### config.mk
export PLATFORM = sky130hd
export DESIGN_NAME = dma_chan_ctl
export DESIGN_NICKNAME = d
export VERILOG_FILES = /design/src/rtl/dma_chan_ctl_pkg.sv /design/src/rtl/dma_cmd_decode.sv /design/src/rtl/dma_chan_fsm.sv /design/src/rtl/dma_irq_ctl.sv /design/src/rtl/dma_chan_ctl.sv
export SDC_FILE = /design/constraint.sdc
export NUM_CORES = 1
export LEC_CHECK = 0
export BUFFER_PORTS_ARGS = -buffer_cell sky130_fd_sc_hd__buf_2
export CAP_MARGIN = 20
export CORE_ASPECT_RATIO = 2
export CORE_MARGIN = 1.5
export CORE_UTILIZATION = 50
export CTS_CLUSTER_DIAMETER = 150
export DETAILED_ROUTE_END_ITERATION = 7
export HOLD_SLACK_MARGIN = 0.02
export PLACE_DENSITY = 0.9
export SYNTH_ARGS = -nofsm -noshare
export SYNTH_HDL_FRONTEND = slang
export SYNTH_SLANG_ARGS = --single-unit
### constraint.sdc
create_clock -name clk -period 2.65 [get_ports clk]
set_input_delay 0.1325 -clock clk [delete_from_list [all_inputs] [get_ports clk]]
set_output_delay 0.1325 -clock clk [all_outputs]
set_load 0.1 [all_outputs]
### src/rtl/dma_chan_ctl_pkg.sv
package dma_chan_ctl_pkg;
  timeunit 1ns;
  timeprecision 100ps;

  typedef enum logic [2:0] {
    ST_IDLE, ST_RUN, ST_PAUSE, ST_STOP, ST_DONE, ST_ERR
  } chan_state_e;

  typedef enum logic [2:0] {
    OP_NONE, OP_WIPE, OP_IDLE, OP_ABORT, OP_PAUSE, OP_RESUME, OP_START
  } chan_op_e;

  // command bit positions
  localparam int CMD_BITS  = 6;
  localparam int CB_START  = 0;
  localparam int CB_WIPE   = 1;
  localparam int CB_IDLE   = 2;
  localparam int CB_ABORT  = 3;
  localparam int CB_PAUSE  = 4;
  localparam int CB_RESUME = 5;

  // status bit positions
  localparam int SB_DONE_F = 0;
  localparam int SB_ERR_F  = 1;
  localparam int SB_FIN    = 16;
  localparam int SB_FAULT  = 17;
  localparam int SB_IDLE   = 18;
  localparam int SB_STOP   = 19;
  localparam int SB_PAUSE  = 20;
  localparam int SB_WAIT   = 21;

  localparam int MASK_W     = 2;
  localparam int NUM_CAUSE  = 3;
  localparam int ERR_CODE_W = 2;
  localparam int FAULT_LSB  = 16;

  // register byte offsets
  localparam int OFS_CMD   = 'h00;
  localparam int OFS_STAT  = 'h04;
  localparam int OFS_MASK  = 'h08;
  localparam int OFS_FAULT = 'h0C;
  localparam int OFS_COUNT = 'h10;
endpackage

### src/rtl/dma_cmd_decode.sv
module dma_cmd_decode
  import dma_chan_ctl_pkg::*;
(
  input  logic                wr,
  input  logic [CMD_BITS-1:0] bits,
  output chan_op_e            op
);
  timeunit 1ns;
  timeprecision 100ps;

  always_comb begin
    op = OP_NONE;
    if (wr) begin
      if      (bits[CB_WIPE])   op = OP_WIPE;
      else if (bits[CB_IDLE])   op = OP_IDLE;
      else if (bits[CB_ABORT])  op = OP_ABORT;
      else if (bits[CB_PAUSE])  op = OP_PAUSE;
      else if (bits[CB_RESUME]) op = OP_RESUME;
      else if (bits[CB_START])  op = OP_START;
    end
  end
endmodule

### src/rtl/dma_chan_fsm.sv
module dma_chan_fsm
  import dma_chan_ctl_pkg::*;
#(
  parameter int CNT_W = 16
) (
  input  logic             clk,
  input  logic             rst_n,
  input  chan_op_e         op,
  input  logic             hold,
  input  logic             cnt_wr,
  input  logic [CNT_W-1:0] cnt_wdata,
  input  logic             beat_valid,
  output logic             beat_ready,
  input  logic             err_valid,
  output logic             err_ready,
  output chan_state_e      state,
  output logic [CNT_W-1:0] remaining,
  output logic             done_evt,
  output logic             err_evt,
  output logic             start_evt
);
  timeunit 1ns;
  timeprecision 100ps;

  chan_state_e      st_n;
  logic [CNT_W-1:0] cnt_n;
  logic             active, err_acc, beat_acc, last_beat;

  assign active     = (state == ST_RUN) || (state == ST_PAUSE);
  assign beat_ready = (state == ST_RUN) && !hold;
  assign err_ready  = (state == ST_RUN) && !hold;
  assign err_acc    = err_valid && err_ready;
  assign beat_acc   = beat_valid && beat_ready && !err_acc;
  assign last_beat  = (remaining == CNT_W'(1));

  always_comb begin
    st_n      = state;
    cnt_n     = remaining;
    done_evt  = 1'b0;
    err_evt   = 1'b0;
    start_evt = 1'b0;
    case (op)
      OP_WIPE: begin
        st_n  = ST_IDLE;
        cnt_n = '0;
      end
      OP_IDLE:   st_n = ST_IDLE;
      OP_ABORT:  if (active) st_n = ST_STOP;
      OP_PAUSE:  if (state == ST_RUN) st_n = ST_PAUSE;
      OP_RESUME: if (state == ST_PAUSE) st_n = ST_RUN;
      OP_START: begin
        if (!active) begin
          start_evt = 1'b1;
          if (remaining == '0) begin
            st_n     = ST_DONE;
            done_evt = 1'b1;
          end else begin
            st_n = ST_RUN;
          end
        end
      end
      default: begin
        if (err_acc) begin
          st_n    = ST_ERR;
          err_evt = 1'b1;
        end else if (beat_acc) begin
          cnt_n = remaining - CNT_W'(1);
          if (last_beat) begin
            st_n     = ST_DONE;
            done_evt = 1'b1;
          end
        end
        if (cnt_wr && !active) cnt_n = cnt_wdata;
      end
    endcase
  end

  always_ff @(posedge clk or negedge rst_n) begin
    if (!rst_n) begin
      state     <= ST_IDLE;
      remaining <= '0;
    end else begin
      state     <= st_n;
      remaining <= cnt_n;
    end
  end
endmodule

### src/rtl/dma_irq_ctl.sv
module dma_irq_ctl
  import dma_chan_ctl_pkg::*;
(
  input  logic                  clk,
  input  logic                  rst_n,
  input  logic                  wipe,
  input  logic                  start,
  input  logic                  done_evt,
  input  logic                  err_evt,
  input  logic [ERR_CODE_W-1:0] err_code,
  input  logic                  stat_wr,
  input  logic [1:0]            stat_clr,
  input  logic                  mask_wr,
  input  logic [MASK_W-1:0]     mask_wdata,
  output logic                  intr_done,
  output logic                  intr_err,
  output logic [MASK_W-1:0]     mask,
  output logic [NUM_CAUSE-1:0]  cause,
  output logic                  irq
);
  timeunit 1ns;
  timeprecision 100ps;

  logic clr_done, clr_err;
  assign clr_done = stat_wr && stat_clr[SB_DONE_F];
  assign clr_err  = stat_wr && stat_clr[SB_ERR_F];

  always_ff @(posedge clk or negedge rst_n) begin
    if (!rst_n) begin
      intr_done <= 1'b0;
      intr_err  <= 1'b0;
      mask      <= '0;
    end else if (wipe) begin
      intr_done <= 1'b0;
      intr_err  <= 1'b0;
      mask      <= '0;
    end else begin
      intr_done <= (intr_done && !clr_done) || done_evt;
      intr_err  <= (intr_err && !clr_err) || err_evt;
      if (mask_wr) mask <= mask_wdata;
    end
  end

  for (genvar i = 0; i < NUM_CAUSE; i++) begin : g_cause
    always_ff @(posedge clk or negedge rst_n) begin
      if (!rst_n)               cause[i] <= 1'b0;
      else if (wipe || start)   cause[i] <= 1'b0;
      else if (err_evt && err_code == ERR_CODE_W'(i)) cause[i] <= 1'b1;
    end
  end

  assign irq = (intr_done && mask[0]) || (intr_err && mask[1]);
endmodule

### src/rtl/dma_chan_ctl.sv
module dma_chan_ctl
  import dma_chan_ctl_pkg::*;
#(
  parameter int ADDR_W = 5,
  parameter int CNT_W  = 16
) (
  input  logic                  clk,
  input  logic                  rst_n,
  input  logic                  reg_wen,
  input  logic [ADDR_W-1:0]     reg_addr,
  input  logic [31:0]           reg_wdata,
  output logic [31:0]           reg_rdata,
  input  logic                  beat_valid,
  output logic                  beat_ready,
  input  logic                  err_valid,
  input  logic [ERR_CODE_W-1:0] err_code,
  output logic                  err_ready,
  output logic                  irq
);
  timeunit 1ns;
  timeprecision 100ps;

  localparam logic [ADDR_W-1:0] A_CMD   = ADDR_W'(OFS_CMD);
  localparam logic [ADDR_W-1:0] A_STAT  = ADDR_W'(OFS_STAT);
  localparam logic [ADDR_W-1:0] A_MASK  = ADDR_W'(OFS_MASK);
  localparam logic [ADDR_W-1:0] A_FAULT = ADDR_W'(OFS_FAULT);
  localparam logic [ADDR_W-1:0] A_COUNT = ADDR_W'(OFS_COUNT);

  logic wr_cmd, wr_stat, wr_mask, wr_count;
  assign wr_cmd   = reg_wen && (reg_addr == A_CMD);
  assign wr_stat  = reg_wen && (reg_addr == A_STAT);
  assign wr_mask  = reg_wen && (reg_addr == A_MASK);
  assign wr_count = reg_wen && (reg_addr == A_COUNT);

  logic unused_wdata_hi;
  assign unused_wdata_hi = ^reg_wdata[31:CNT_W];

  chan_op_e             op;
  chan_state_e          state;
  logic [CNT_W-1:0]     remaining;
  logic                 done_evt, err_evt, start_evt;
  logic                 intr_done, intr_err;
  logic [MASK_W-1:0]    mask;
  logic [NUM_CAUSE-1:0] cause;

  dma_cmd_decode u_dec (
    .wr   (wr_cmd),
    .bits (reg_wdata[CMD_BITS-1:0]),
    .op   (op)
  );

  dma_chan_fsm #(.CNT_W(CNT_W)) u_fsm (
    .clk        (clk),
    .rst_n      (rst_n),
    .op         (op),
    .hold       (wr_cmd),
    .cnt_wr     (wr_count),
    .cnt_wdata  (reg_wdata[CNT_W-1:0]),
    .beat_valid (beat_valid),
    .beat_ready (beat_ready),
    .err_valid  (err_valid),
    .err_ready  (err_ready),
    .state      (state),
    .remaining  (remaining),
    .done_evt   (done_evt),
    .err_evt    (err_evt),
    .start_evt  (start_evt)
  );

  dma_irq_ctl u_irq (
    .clk        (clk),
    .rst_n      (rst_n),
    .wipe       (op == OP_WIPE),
    .start      (start_evt),
    .done_evt   (done_evt),
    .err_evt    (err_evt),
    .err_code   (err_code),
    .stat_wr    (wr_stat),
    .stat_clr   (reg_wdata[1:0]),
    .mask_wr    (wr_mask),
    .mask_wdata (reg_wdata[MASK_W-1:0]),
    .intr_done  (intr_done),
    .intr_err   (intr_err),
    .mask       (mask),
    .cause      (cause),
    .irq        (irq)
  );

  always_comb begin
    reg_rdata = '0;
    case (reg_addr)
      A_STAT: begin
        reg_rdata[SB_DONE_F] = intr_done;
        reg_rdata[SB_ERR_F]  = intr_err;
        reg_rdata[SB_FIN]    = (state == ST_DONE);
        reg_rdata[SB_FAULT]  = (state == ST_ERR);
        reg_rdata[SB_IDLE]   = (state == ST_IDLE);
        reg_rdata[SB_STOP]   = (state == ST_STOP);
        reg_rdata[SB_PAUSE]  = (state == ST_PAUSE);
        reg_rdata[SB_WAIT]   = (state == ST_PAUSE) && beat_valid;
      end
      A_MASK:  reg_rdata[MASK_W-1:0] = mask;
      A_FAULT: reg_rdata[FAULT_LSB +: NUM_CAUSE] = cause;
      A_COUNT: reg_rdata[CNT_W-1:0] = remaining;
      default: reg_rdata = '0;
    endcase
  end
endmodule

# Word level (Yosys, flattened, before mapping)
# Cells that the tools add are included.
[word_totals] inputBits=44 out_inout_bits=35 register_bits=26 word_cells=123
[classes] n_addsub=1 bitwise=1 n_eq_ne=23 n_mux=44 reduce_logical=46
[ops] cell="$mux 16" n=3
[ops] cell="$mux 3" n=16
[ops] cell="$pmux 16 s2" n=1
[ops] cell="$logic_and 1x1->1" n=19
[ops] cell="$mux 1" n=17
[ops] cell="$eq 16x1->1 const B" n=1
[ops] cell="$logic_not 16->1" n=1
[ops] cell="$sub 16x1->16 const B" n=1
[ops] cell="$eq 3x3->1 const B" n=5
[ops] cell="$pmux 3 s5" n=1
[ops] cell="$mux 14" n=1
[ops] cell="$reduce_bool 7->1" n=2
[ops] cell="$eq 3x2->1 const B" n=4
[ops] cell="$eq 5x4->1 const B" n=2
[ops] cell="$reduce_or 5->1" n=2
[ops] cell="$reduce_bool 2->1" n=4
[ops] cell="$eq 3x1->1 const B" n=2
[ops] cell="$pmux 2 s3" n=1
[ops] cell="$pmux 3 s2" n=1
[ops] cell="$reduce_and 6->1" n=1
[ops] cell="$reduce_or 6->1" n=1
[ops] cell="$eq 5x3->1 const B" n=1
[ops] cell="$eq 5x5->1 const B" n=1
[ops] cell="$logic_not 1->1" n=5
[ops] cell="15 further kinds" n=22

# Depth between registers and ports, before layout
[depth] depth_word=13 depth_mapped=9 mapped_depth_nobuf=7

# By module
# From an unflattened synthesis, not the netlist that was laid out.
[hier_totals] cells_unflattened=270 hier_area_um2=2354.8
[by_module_without_submodules] mod="dma_chan_fsm" cells_per_inst=181 instances=1 area_each_um2=1590.3
[by_module_without_submodules] mod="dma_chan_ctl" cells_per_inst=56 instances=1 area_each_um2=397.9
[by_module_without_submodules] mod="dma_irq_ctl" cells_per_inst=23 instances=1 area_each_um2=297.8
[by_module_without_submodules] mod="dma_cmd_decode" cells_per_inst=10 instances=1 area_each_um2=68.8

# Worst setup path before layout
# Ideal clock, no wire load.
[synth_path] path_kind="register -> output" start="register u_fsm.state[2]" end="output port err_ready" arrival_ns=2.765 slack_ns=-0.247 path_stages_with_launch=6 path_cell_list="dfrtp_1 > buf_6 > or3b_1 > buf_2 > nor2_1 > buf_4"
[synth_via] elab_chain_len=2
[synth_rtl] item="from (decl)" line_no="dma_chan_fsm.sv:16" text="output chan_state_e state,"
[synth_rtl] item="from (signal assigned)" line_no="dma_chan_fsm.sv:83" text="state <= st_n;"
[synth_rtl] item="$eq 3x1->1"
[synth_rtl] item="$logic_and 1x1->1"
[synth_rtl] item="to (decl)" line_no="dma_chan_ctl.sv:17" text="output logic err_ready,"
# Every way passes these cells.

# Final worst setup path
[layout_path] start="register u_fsm.remaining[2]" end="register u_fsm.state[1]"
[layout_via] elab_chain_len=3
[layout_rtl] item="from (decl)" line_no="dma_chan_fsm.sv:17" text="output logic [CNT_W-1:0] remaining,"
[layout_rtl] item="from (signal assigned)" line_no="dma_chan_fsm.sv:84" text="remaining <= cnt_n;"
[layout_rtl] item="$eq 16x1->1" line_no="dma_chan_fsm.sv:34" text="assign last_beat = (remaining == CNT_W'(1));"
[layout_rtl] item="$reduce_bool 7->1 (no source line)"
[layout_rtl] item="$reduce_and 6->1 (no source line)"
# Every way passes these cells.
# A chain may end at the register's enable or synchronous reset.

==> results.cfg <==
[outcome]
status = finished, final reports clean

[floorplan]
coreArea_mm2 = 0.00413
fp.dieW_um = 49.4
die_area_mm2 = 0.00473
die-height_um = 95.8
start_util_pct = 52.2
ios = 79
placementRows = 33

[synthesis]
synth_area_mm2 = 0.00215
yosys-top-cells-area = dfrtp_1 30%, a21oi_1 7.0%, and3_1 5.5%, o21ai_0 4.4%, buf_4 3.8%
ys_warn_count = 0
ys_ff_latch = 26
syn_avg_cell_area_um2 = 7.80
synthArstFlopShare_pct = 100
synth_top_area_share_pct = 30.2
synth-seq-area-share_pct = 30.2
synth_ff_type = dfrtp_1
synth_edf_count = 0
postSynthCellCount = 276
ys_types = 52
yosys.area.top_type = dfrtp_1

[power]
max-vdd-ir-drop_v = 0.000393
power_switching_w = 0.000692
netSwitchingFraction_pct = 44.2
power_frac_clock_pct = 16.7
p_int_w = 0.000874
power.density_mw_per_mm2 = 624
power_leakage_nw = 1.19
comb_power_share_pct = 41.4
share_seq_of_total_power_pct = 41.8

[grt]
grt_first_pass_wirelength_um = 9950
grtUsageTotal_pct = 26.9
grt_pass1_vias = 2215
antenna_found_initial = 0
grt_max_degree = 27
gr-total-overflow = 0

[critical_path]
cp-start-kind = register
path_max_fanout = 7
arrival_ns = 2.61
cp_slowest_cell = or4b_2
end_kind = register
path_cells = or4b_2 -> a2111oi_2 -> a211oi_1 -> a31oi_1 -> mux2_2
critical_path_required_ns = 2.82
critPathMaxStageDelay_ns = 0.66
worst-setup-path-type = register to register

[cts]
clock_latency_ns = 0.28
clkTransAtPathRegs_ns = 0.09
cts_made_buffers = 3
cts_tree = done
clk_path_buf_depth = 2
cts_setup_buffers = 0
cts_root_buffer = clkbuf_8
h-tree-depth = 1
clkSinkCount = 26

[final_layout]
syn_to_final_growth_pct = 16.6
drive_above_1_share_pct = 26.2
antennaDiodeCount = 0
layout.nets = 372
layout_common_cells = 52 x buf_2, 30 x a21oi_1, 26 x dfrtp_1
stdcell_area_mm2 = 0.00251
layout_commonest_cell = buf_2

[route]
wl_per_cell_um = 16.3
drtIter0Drc = 85
via_per_inst = 6.13
drc_errors = 0
ant_nets = 0
routed_wl_um = 6160
via_count = 2312
drtPass1Iterations = 4

[timing]
timing.fmax_mhz = 410
slew_violations = 0
timing.setup.tns_ns = 0
rsz0062_at_grt = no
worst_pin_slew_ns = 0.705
skew_ns = 0.00659
hold_viol = 0
period_share_pct = 92.0
slew_headroom_pct = 53.0
period_needed_ns = 2.44
setup_viol = 0

[placement]
placed_area_mm2 = 0.00245
port_buffers = 52
hpwl_um = 4660
gp_congestion = 0.956

[run]
maxCapViolations = 0

[min_path]
hp-class = input pin to register
[critical path, delay by kind of cell (launching register included)]
kind | cells | cell delay, ns
multiplexers | 1 | 0.38
flip-flops | 1 | 0.45
AO/OA/AOI/OAI | 3 | 0.84
AND/OR/NAND/NOR | 1 | 0.66
[cell usage after synthesis, drive strengths merged (4+ instances only)]
library cell	instances
dfrtp	26
buf	18
or4	10
nor2	21
or2	5
nor4	6
inv	14
clkbuf	11
o22ai	6
and3	19
nor3	15
a211oi	5
or3b	4
nand2	13
o21ai	19
a21oi	30
[sequential cells by signal, indices dropped and copies added, names as in the netlist]
register	count
u_fsm.state	3
u_irq.intr_done	1
u_irq.mask	2
u_fsm.remaining	16
u_irq.intr_err	1
u_irq.cause	3
[stage by stage]
stage | power [W] | util (%) | setup slack, ns | hold WS [ns] | instances
after floorplan | 0.00113 | - | 0.0917 | -0.163 | 285
after global placement | 0.00127 | 59.1 | 0.263 | 0.165 | 371
after detailed placement | 0.00129 | 59.2 | 0.244 | 0.171 | 372
after CTS | 0.00156 | 60.8 | 0.231 | 0.130 | 377
after global routing | 0.00166 | 60.8 | 0.118 | 0.145 | 377
final | 0.00157 | 60.8 | 0.212 | 0.130 | 377
[cell families after synthesis]
group | after synthesis | synth area share [%]
buf+inv | 43 | 10.1
other cells | 1 | 0.174
fa+ha+maj | 2 | 1.16
simple gates | 115 | 30.8
flops | 26 | 30.2
mux | 4 | 1.98
compound gates | 80 | 23.5
xor+xnor | 5 | 2.03
[metal layers]
metal  wire length, um  vias up  global-route usage [%]
met5                 0        -                       0
met4               267        0                    15.5
met3               325       27                    2.48
met2              3230      125                    51.0
met1              2340     1065                    28.5
li1                  -     1095                       -
[layout make-up]
class / count / area [um2]
timing repair buffer: 65 / 360
sequential: 26 / 651
multi-input combinational: 216 / 1330
fill: 401 / 1620
tap: 52 / 65.1
inverter: 14 / 52.6
clock buffer: 4 / 55.1
[what timing repair did]
action                                 4_1_cts  5_1_grt
resized for setup                            0        0
hold buffers                                 1        0
endpoints found under the hold margin       26        0
[final timing paths]
| path | endpoint | from | slack (ns) | cells past startpoint |
|---|---|---|---|---|
| min reg2reg | u_irq.intr_err | u_irq.intr_err | 0.52 | 1 |
| min in group asynchronous | u_fsm.remaining[0] | rst_n | 0.39 | 2 |
| min | u_irq.cause[2] | err_code[1] | 0.13 | 3 |
| max | u_fsm.state[1] | u_fsm.remaining[2] | 0.21 | 5 |
| max in group asynchronous | u_fsm.remaining[10] | rst_n | 1.86 | 2 |
| max reg2reg | u_fsm.state[1] | u_fsm.remaining[2] | 0.21 | 5 |
[power groups by stage]
stage                     logic, W  clock network [W]  registers (W)
final                     0.000649           0.000262       0.000655
after global routing      0.000704           0.000287       0.000665
after CTS                 0.000644           0.000265       0.000646
after detailed placement  0.000639                  0       0.000655
after global placement    0.000622                  0       0.000647
after floorplan           0.000513                  0       0.000612
(Power assumes the default switching activity.)
